**config.mk**
```make
export PLATFORM = sky130hd
export DESIGN_NAME = rcl_coalescer
export DESIGN_NICKNAME = d
export VERILOG_FILES = /design/src/rtl/rcl_pkg.sv /design/src/rtl/rcl_match.sv /design/src/rtl/rcl_order_fifo.sv /design/src/rtl/rcl_fanout.sv /design/src/rtl/rcl_coalescer.sv
export SDC_FILE = /design/constraint.sdc
export NUM_CORES = 1
export LEC_CHECK = 0
export ABC_CLOCK_PERIOD_IN_PS = 20200
export CORE_UTILIZATION = 51
export DETAILED_ROUTE_END_ITERATION = 10
export PLACE_DENSITY = 0.78
export SLEW_MARGIN = 20
export SYNTH_ARGS = -nofsm -noshare
export SYNTH_HDL_FRONTEND = slang
export SYNTH_HIERARCHICAL = 1
export SYNTH_SLANG_ARGS = --single-unit
```
**constraint.sdc**
```tcl
create_clock -name clk -period 20.2 [get_ports clk]
set_clock_uncertainty 0.05 [all_clocks]
set_input_delay 5.05 -clock clk [delete_from_list [all_inputs] [get_ports clk]]
set_output_delay 5.05 -clock clk [all_outputs]
set_load 0.01 [all_outputs]
```
**src/rtl/rcl_pkg.sv**
```systemverilog
`timescale 1ns/1ps
package rcl_pkg;
    localparam int WORD_W     = 64;
    localparam int LINE_WORDS = 8;
    localparam int LINE_W     = WORD_W * LINE_WORDS;
    localparam int SEL_W      = 3;

    typedef logic [SEL_W-1:0] wsel_t;

    typedef enum logic {
        FO_IDLE = 1'b0,
        FO_SEND = 1'b1
    } fo_state_e;

    function automatic logic [WORD_W-1:0] pick_word(input logic [LINE_W-1:0] line,
                                                    input wsel_t sel);
        return line[sel*WORD_W +: WORD_W];
    endfunction
endpackage

```
**src/rtl/rcl_match.sv**
```systemverilog
`timescale 1ns/1ps
module rcl_match #(
    parameter int ENTRIES = 4,
    parameter int SLOTS   = 4,
    parameter int LADDR_W = 10,
    parameter int CNT_W   = 3,
    parameter int ID_W    = 2
) (
    input  logic [ENTRIES-1:0] e_valid,
    input  logic [ENTRIES-1:0] e_issued,
    input  logic [LADDR_W-1:0] e_line [ENTRIES],
    input  logic [CNT_W-1:0]   e_cnt  [ENTRIES],
    input  logic [LADDR_W-1:0] req_line,
    output logic               hit,
    output logic [ID_W-1:0]    hit_id,
    output logic [ID_W-1:0]    free_id
);
    always_comb begin
        hit    = 1'b0;
        hit_id = '0;
        for (int i = 0; i < ENTRIES; i++) begin
            if (!hit && e_valid[i] && !e_issued[i] && e_line[i] == req_line &&
                e_cnt[i] < CNT_W'(SLOTS)) begin
                hit    = 1'b1;
                hit_id = ID_W'(i);
            end
        end
    end

    always_comb begin
        free_id = '0;
        for (int i = ENTRIES - 1; i >= 0; i--) begin
            if (!e_valid[i]) free_id = ID_W'(i);
        end
    end
endmodule

```
**src/rtl/rcl_order_fifo.sv**
```systemverilog
`timescale 1ns/1ps
module rcl_order_fifo #(
    parameter int DEPTH = 4,
    parameter int W     = 2
) (
    input  logic         clk,
    input  logic         rst,
    input  logic         push,
    input  logic [W-1:0] din,
    input  logic         pop,
    output logic [W-1:0] dout,
    output logic         empty
);
    localparam int PTR_W = (DEPTH > 1) ? $clog2(DEPTH) : 1;
    localparam int CW    = $clog2(DEPTH + 1);

    logic [W-1:0]     mem [DEPTH];
    logic [PTR_W-1:0] wr_q, rd_q;
    logic [CW-1:0]    cnt_q;

    function automatic logic [PTR_W-1:0] bump(input logic [PTR_W-1:0] p);
        return (p == PTR_W'(DEPTH - 1)) ? '0 : p + 1'b1;
    endfunction

    assign dout  = mem[rd_q];
    assign empty = (cnt_q == '0);

    always_ff @(posedge clk) begin
        if (rst) begin
            wr_q  <= '0;
            rd_q  <= '0;
            cnt_q <= '0;
        end else begin
            if (push) wr_q <= bump(wr_q);
            if (pop)  rd_q <= bump(rd_q);
            if (push && !pop)      cnt_q <= cnt_q + 1'b1;
            else if (pop && !push) cnt_q <= cnt_q - 1'b1;
        end
    end

    always_ff @(posedge clk) begin
        if (push) mem[wr_q] <= din;
    end


    fifo_room_chk: assert property (@(posedge clk) disable iff (rst)
        push |-> (cnt_q < CW'(DEPTH) || pop));

    fifo_pop_chk: assert property (@(posedge clk) disable iff (rst)
        pop |-> !empty);
endmodule

```
**src/rtl/rcl_fanout.sv**
```systemverilog
`timescale 1ns/1ps
module rcl_fanout
    import rcl_pkg::*;
#(
    parameter int ID_W   = 2,
    parameter int SLOT_W = 2,
    parameter int CNT_W  = 3
) (
    input  logic              clk,
    input  logic              rst,
    input  logic              rsp_valid,
    output logic              rsp_ready,
    input  logic [ID_W-1:0]   rsp_id,
    input  logic [LINE_W-1:0] rsp_data,
    input  logic [CNT_W-1:0]  cur_cnt,
    input  wsel_t             cur_sel,
    output logic              out_valid,
    input  logic              out_ready,
    output logic [WORD_W-1:0] out_data,
    output logic [ID_W-1:0]   cur_id,
    output logic [SLOT_W-1:0] cur_idx,
    output logic              done
);
    fo_state_e         state_q;
    logic [LINE_W-1:0] line_q;

    assign rsp_ready = (state_q == FO_IDLE);
    assign out_valid = (state_q == FO_SEND);
    assign out_data  = pick_word(line_q, cur_sel);
    assign done      = out_valid && out_ready &&
                       (CNT_W'(cur_idx) + CNT_W'(1) == cur_cnt);

    always_ff @(posedge clk) begin
        if (rst) begin
            state_q <= FO_IDLE;
            cur_id  <= '0;
            cur_idx <= '0;
        end else if (state_q == FO_IDLE) begin
            if (rsp_valid) begin
                state_q <= FO_SEND;
                cur_id  <= rsp_id;
                cur_idx <= '0;
            end
        end else if (out_ready) begin
            if (done) state_q <= FO_IDLE;
            else      cur_idx <= cur_idx + 1'b1;
        end
    end

    always_ff @(posedge clk) begin
        if (rsp_valid && rsp_ready) line_q <= rsp_data;
    end


    out_hold_chk: assert property (@(posedge clk) disable iff (rst)
        (out_valid && !out_ready) |=> (out_valid && $stable(out_data) &&
                                       $stable(cur_id) && $stable(cur_idx)));

    rsp_take_chk: assert property (@(posedge clk) disable iff (rst)
        (rsp_valid && rsp_ready) |=> out_valid);
endmodule

```
**src/rtl/rcl_coalescer.sv**
```systemverilog
`timescale 1ns/1ps
module rcl_coalescer
    import rcl_pkg::*;
#(
    parameter int WADDR_W      = 13,
    parameter int TAG_W        = 6,
    parameter int ENTRIES      = 4,
    parameter int SLOTS        = 4,
    parameter int MAX_INFLIGHT = 2,
    parameter int HOLD         = 4
) (
    input  logic                     clk,
    input  logic                     rst,
    input  logic                     in_valid,
    output logic                     in_ready,
    input  logic [WADDR_W-1:0]       in_waddr,
    input  logic [TAG_W-1:0]         in_tag,
    output logic                     mem_req_valid,
    input  logic                     mem_req_ready,
    output logic [WADDR_W-4:0]       mem_req_line,
    output logic [$clog2(ENTRIES)-1:0] mem_req_id,
    input  logic                     mem_rsp_valid,
    output logic                     mem_rsp_ready,
    input  logic [$clog2(ENTRIES)-1:0] mem_rsp_id,
    input  logic [LINE_W-1:0]        mem_rsp_data,
    output logic                     out_valid,
    input  logic                     out_ready,
    output logic [TAG_W-1:0]         out_tag,
    output logic [WORD_W-1:0]        out_data
);
    localparam int LADDR_W = WADDR_W - SEL_W;
    localparam int ID_W    = $clog2(ENTRIES);
    localparam int SLOT_W  = $clog2(SLOTS);
    localparam int CNT_W   = $clog2(SLOTS + 1);
    localparam int FL_W    = $clog2(MAX_INFLIGHT + 1);
    localparam int AGE_W   = $clog2(HOLD + 1);

    typedef struct packed {
        logic [TAG_W-1:0] tag;
        wsel_t            sel;
    } slot_t;

    logic [ENTRIES-1:0] e_valid, e_issued;
    logic [LADDR_W-1:0] e_line [ENTRIES];
    logic [CNT_W-1:0]   e_cnt  [ENTRIES];
    logic [AGE_W-1:0]   e_age  [ENTRIES];
    slot_t              slots  [ENTRIES][SLOTS];
    logic [FL_W-1:0]    inflight_q;

    logic               hit;
    logic [ID_W-1:0]    hit_id, free_id, head_id, cur_id;
    logic               q_empty, head_ok, issue_fire, in_fire, rsp_fire, done;
    logic [SLOT_W-1:0]  cur_idx;
    logic [LADDR_W-1:0] req_line;
    slot_t              new_slot, cur_slot;

    assign req_line     = in_waddr[WADDR_W-1:SEL_W];
    assign new_slot.tag = in_tag;
    assign new_slot.sel = in_waddr[SEL_W-1:0];

    rcl_match #(.ENTRIES(ENTRIES), .SLOTS(SLOTS), .LADDR_W(LADDR_W),
                .CNT_W(CNT_W), .ID_W(ID_W)) match_i (
        .e_valid(e_valid), .e_issued(e_issued), .e_line(e_line), .e_cnt(e_cnt),
        .req_line(req_line), .hit(hit), .hit_id(hit_id), .free_id(free_id));

    assign in_ready = !(&e_valid);
    assign in_fire  = in_valid && in_ready;

    rcl_order_fifo #(.DEPTH(ENTRIES), .W(ID_W)) order_i (
        .clk(clk), .rst(rst), .push(in_fire && !hit), .din(free_id),
        .pop(issue_fire), .dout(head_id), .empty(q_empty));

    assign head_ok = !q_empty && (e_age[head_id] == AGE_W'(HOLD) || (&e_valid) ||
                                  e_cnt[head_id] == CNT_W'(SLOTS));
    assign mem_req_valid = head_ok && (inflight_q < FL_W'(MAX_INFLIGHT));
    assign mem_req_line  = e_line[head_id];
    assign mem_req_id    = head_id;
    assign issue_fire    = mem_req_valid && mem_req_ready;
    assign rsp_fire      = mem_rsp_valid && mem_rsp_ready;

    assign cur_slot = slots[cur_id][cur_idx];
    assign out_tag  = cur_slot.tag;

    rcl_fanout #(.ID_W(ID_W), .SLOT_W(SLOT_W), .CNT_W(CNT_W)) fanout_i (
        .clk(clk), .rst(rst), .rsp_valid(mem_rsp_valid), .rsp_ready(mem_rsp_ready),
        .rsp_id(mem_rsp_id), .rsp_data(mem_rsp_data), .cur_cnt(e_cnt[cur_id]),
        .cur_sel(cur_slot.sel), .out_valid(out_valid), .out_ready(out_ready),
        .out_data(out_data), .cur_id(cur_id), .cur_idx(cur_idx), .done(done));

    always_ff @(posedge clk) begin
        if (rst) begin
            e_valid    <= '0;
            e_issued   <= '0;
            inflight_q <= '0;
            for (int i = 0; i < ENTRIES; i++) begin
                e_cnt[i] <= '0;
                e_age[i] <= '0;
            end
        end else begin
            for (int i = 0; i < ENTRIES; i++) begin
                if (e_valid[i] && !e_issued[i] && e_age[i] != AGE_W'(HOLD))
                    e_age[i] <= e_age[i] + 1'b1;
            end
            if (in_fire) begin
                if (hit) begin
                    e_cnt[hit_id] <= e_cnt[hit_id] + 1'b1;
                end else begin
                    e_valid[free_id]  <= 1'b1;
                    e_issued[free_id] <= 1'b0;
                    e_cnt[free_id]    <= CNT_W'(1);
                    e_age[free_id]    <= '0;
                end
            end
            if (issue_fire) e_issued[head_id] <= 1'b1;
            if (done)       e_valid[cur_id]   <= 1'b0;
            if (issue_fire && !rsp_fire)      inflight_q <= inflight_q + 1'b1;
            else if (rsp_fire && !issue_fire) inflight_q <= inflight_q - 1'b1;
        end
    end

    always_ff @(posedge clk) begin
        if (in_fire) begin
            if (hit) begin
                slots[hit_id][e_cnt[hit_id][SLOT_W-1:0]] <= new_slot;
            end else begin
                slots[free_id][0] <= new_slot;
                e_line[free_id]   <= req_line;
            end
        end
    end


    inflight_cap_chk: assert property (@(posedge clk) disable iff (rst)
        inflight_q <= FL_W'(MAX_INFLIGHT));

    rsp_id_chk: assert property (@(posedge clk) disable iff (rst)
        rsp_fire |-> (e_valid[mem_rsp_id] && e_issued[mem_rsp_id]));

    ready_free_chk: assert property (@(posedge clk) disable iff (rst)
        done |=> in_ready);

    for (genvar gi = 0; gi < ENTRIES; gi++) begin : g_ent_chk

        cnt_bound_chk: assert property (@(posedge clk) disable iff (rst)
            e_cnt[gi] <= CNT_W'(SLOTS));
    end
endmodule

```
==> summary.md <==
| Metric | Value |
|---|---|
| Hold Fails Final Rpt | 0 |
| Number of global-route vias before repair | roughly 17,000 |
| Yosys cell types | 57 |
| Vias | 16,874 |
| Most used cell, CP | buf_4 |
| Cell family with most CP delay | multiplexers |
| FFs w/ async S/R, synth | 0% |
| Clk sinks | 752 |
| Syn Nets | 1,966 |
| Mean Syn Cell Area | around 21 um2 |
| Max Cap Violations | 0 |
| CORE AREA | 0.05781 mm2 |
| Register area share after synthesis | 73.98% |
| Initial core utilization | 51.68% |
| Status | finished clean |
| Part of the cycle the worst path needs | 51.60% |
| Clk_lat worst skew | around 0.6 ns |
| Longest Clk Path Bufs | 3 |
| CTS hold repair buffers | 0 |
| Num rows | about 90 |
| Power density over the cells | between 90 and 100 mW/mm2 |
| CTS H-tree depth | 3 |
| Worst-path clk slew | 0.06 ns |
| Slew headroom | between 20 and 25% |
| Max Clk Rate | approximately 0.096 GHz |
| Sequential cell fraction of total power | between 40% and 50% |
| P_int | ~2.9 mW |
| GP Congestion | just under 1 |
| WP data arrival | about 5.3 ns |
| CP max stage delay | between 0.9 and 1 ns |
| Register area | between 0.02 and 0.025 mm2 |
| Die Y-Extent | between 200 and 250 um |
| Worst setup SP type | flop |
| Final nets | ~2,600 |
| CP Capture Type | output port |
| Crit Reg-Reg Startpoint | e_line[10] |
| Final wirelength | approximately 88,000 um |
| Die Footprint | 0.05955 mm2 |
| Final min period | roughly 10 ns |
| Share of cells above drive strength 1 | between 10% and 20% |
| Switch share | between 20% and 30% |
| Fin worst setup slack | between 9 and 10 ns |
| Final core occ | 67.79% |
| Die width | 244.0 um |
| Design Power | 3.731 mW |
| Lkg Pwr | between 10 and 15 nW |
| Hold Crit Class | flop to flop |
| Sw power | about 0.85 mW |
| Total gr overflow | 0 |
| Vias per cell | between 5 and 6 |
| Critical path fanouts, max | 44 |
| Ports | ~630 |
| Commonest non-fill, non-tap cell in the layout | edfxtp_1 |
| DRT Pass-1 Iters | 5 |
| Slowest-stage cell, CP | mux4_4 |
| Peak supply drop | between 90 and 100 uV |
| Crit path cell chain | buf_4 > mux4_1 > mux4_4 > buf_4 > mux4_2 > mux2_2 > clkdlybuf4s50_1 |
| Logic gate share of total power | between 10% and 20% |
| CTS Buf Count | 77 |
| Fill cells | approximately 3,800 |
| # DRC | 0 |
| Root Driver | clkbuf_16 |
| WS Path Type | flop to output port |
| Most used flip-flop cell after synthesis | edfxtp_1 |
| Postcts setup bufs | 0 |
| Fin Setup TNS | 0 ns |
| Min-delay src | e_cnt[4] |
| DR iter-0 viols | roughly 1,600 |
| Slew Viols, Final | 0 |
| Mapped cell area | ~0.03 mm2 |
| GRT Overall Usage | slightly below 30% |
| Number of enable flip-flop cells after synthesis | slightly above 700 |
| P&R area growth vs syn | 31.16% |
| Seq cells post-synth | about 750 |
| Global-route wire length before repair | around 120,000 um |
| Setup crit start | fanout_i/cur_id[0] |
| Mapped Cells | roughly 1,400 |
| RSZ-0062 raised after global routing | no |
| Area of the multi-input gates | between 0.007 and 0.008 mm2 |
| Most frequent cells in the layout | 704 x edfxtp_1, 624 x clkdlybuf4s50_1, 160 x mux4_2, 80 x clkbuf_16, 65 x mux2_2 |
| Antenna-violating nets left | 0 |
| Wire per inst | 30.26 um |
| Largest net degree at the start of global routing | between 100 and 150 |
| # resized after CTS | 0 |
| HPWL Detailed | 62,650 um |
| Initial antenna violation count | 40 |
| PortBufs | 624 |
| Worst EP required | 15.10 ns |
| Final Setup Violations | 0 |
| Worst Path Buf+Inv | 3 |
| Pre-CTS setup slack | 10.28 ns |
| CTS tree | built |
| Yosys warns | 6 |
| Slew at the pin with the worst max-slew slack | between 1 and 1.5 ns |
| Clock power share | roughly 36% |
## cells in the mapped netlist (14+ instances only)
master | number | share of area [%]
edfxtp_1 | 704 | 71
mux4_2 | 163 | 12
mux2_2 | 65 | 2.5
nor2_1 | 56 | 0.70
dfxtp_1 | 48 | 3.2
xnor2_1 | 37 | 1.1
inv_1 | 29 | 0.36
clkbuf_1 | 28 | 0.35
mux4_1 | 28 | 2.5
ha_1 | 20 | 0.84
nand2_1 | 18 | 0.23
xor2_1 | 18 | 0.53
buf_6 | 16 | 0.60
nand3_1 | 16 | 0.27
a21oi_1 | 14 | 0.23
## worst min-delay path, stage by stage (launching register included)
cell and delay [ns]:
dfxtp_1 0.33, nand3_1 0.07, a21oi_1 0.05
## through the flow
| stage | hold WS [ns] | cell area (um2) | cells |
|---|---|---|---|
| floorplan | 0.4022 | 29870 | 1406 |
| global placement | 0.4175 | 36770 | 2740 |
| detailed placement | 0.4442 | 36770 | 2740 |
| CTS | 0.4528 | 39090 | 2870 |
| global route | 0.4764 | 39150 | 2881 |
| finish | 0.4551 | 39190 | 2894 |
## cell families after synthesis
logic type | synth area share [%]
xor+xnor | 1.667
mux | 17.57
simple gates | 2.957
buf+inv | 1.763
compound gates | 1.160
fa+ha+maj | 0.9046
flops | 73.98
## power groups by stage
stage,registers [mW],logic (mW),clock network (mW)
final,1.82,0.566,1.34
after global routing,1.83,0.593,1.41
after CTS,1.82,0.570,1.36
after detailed placement,1.86,0.564,0
after global placement,1.85,0.556,0
after floorplan,1.87,0.283,0
## layer usage
metal	part of all wire, %	global-route usage, %
met1	38	37.22
met2	49	46.77
met3	9.7	9.636
met4	3.6	11.40
met5	0.30	0
## sequential cells by signal (all words and copies together) (netlist names), named ones only
name	flops
fanout_i/cur_idx	2
order_i/rd_q	2
order_i/mem	8
e_age	12
fanout_i/out_valid	1
e_line	40
order_i/cnt_q	3
order_i/wr_q	2
slots	144
e_cnt	12
e_valid	4
e_issued	4
fanout_i/cur_id	2
fanout_i/line_q	512
inflight_q	2
## final timing paths
path / end / slack, ns / depth (start not counted)
hold / removal: e_cnt[4] / 0.46 / 2
setup / recovery: out_data[43] / 9.78 / 7
hold reg to reg: e_cnt[4] / 0.46 / 2
setup reg to reg: slots[1][29] / 15.77 / 12
## cell type report
class	instances	share of cell area, %
clock buffers	104	5.339
well taps	765	2.443
inverters	29	0.2970
diodes	23	0.1469
flip-flops and latches	752	56.41
multi-input cells	558	18.55
clock inverters	26	0.5843
repair buffers	637	16.24
Note: power is estimated with default switching activity, not from simulation.
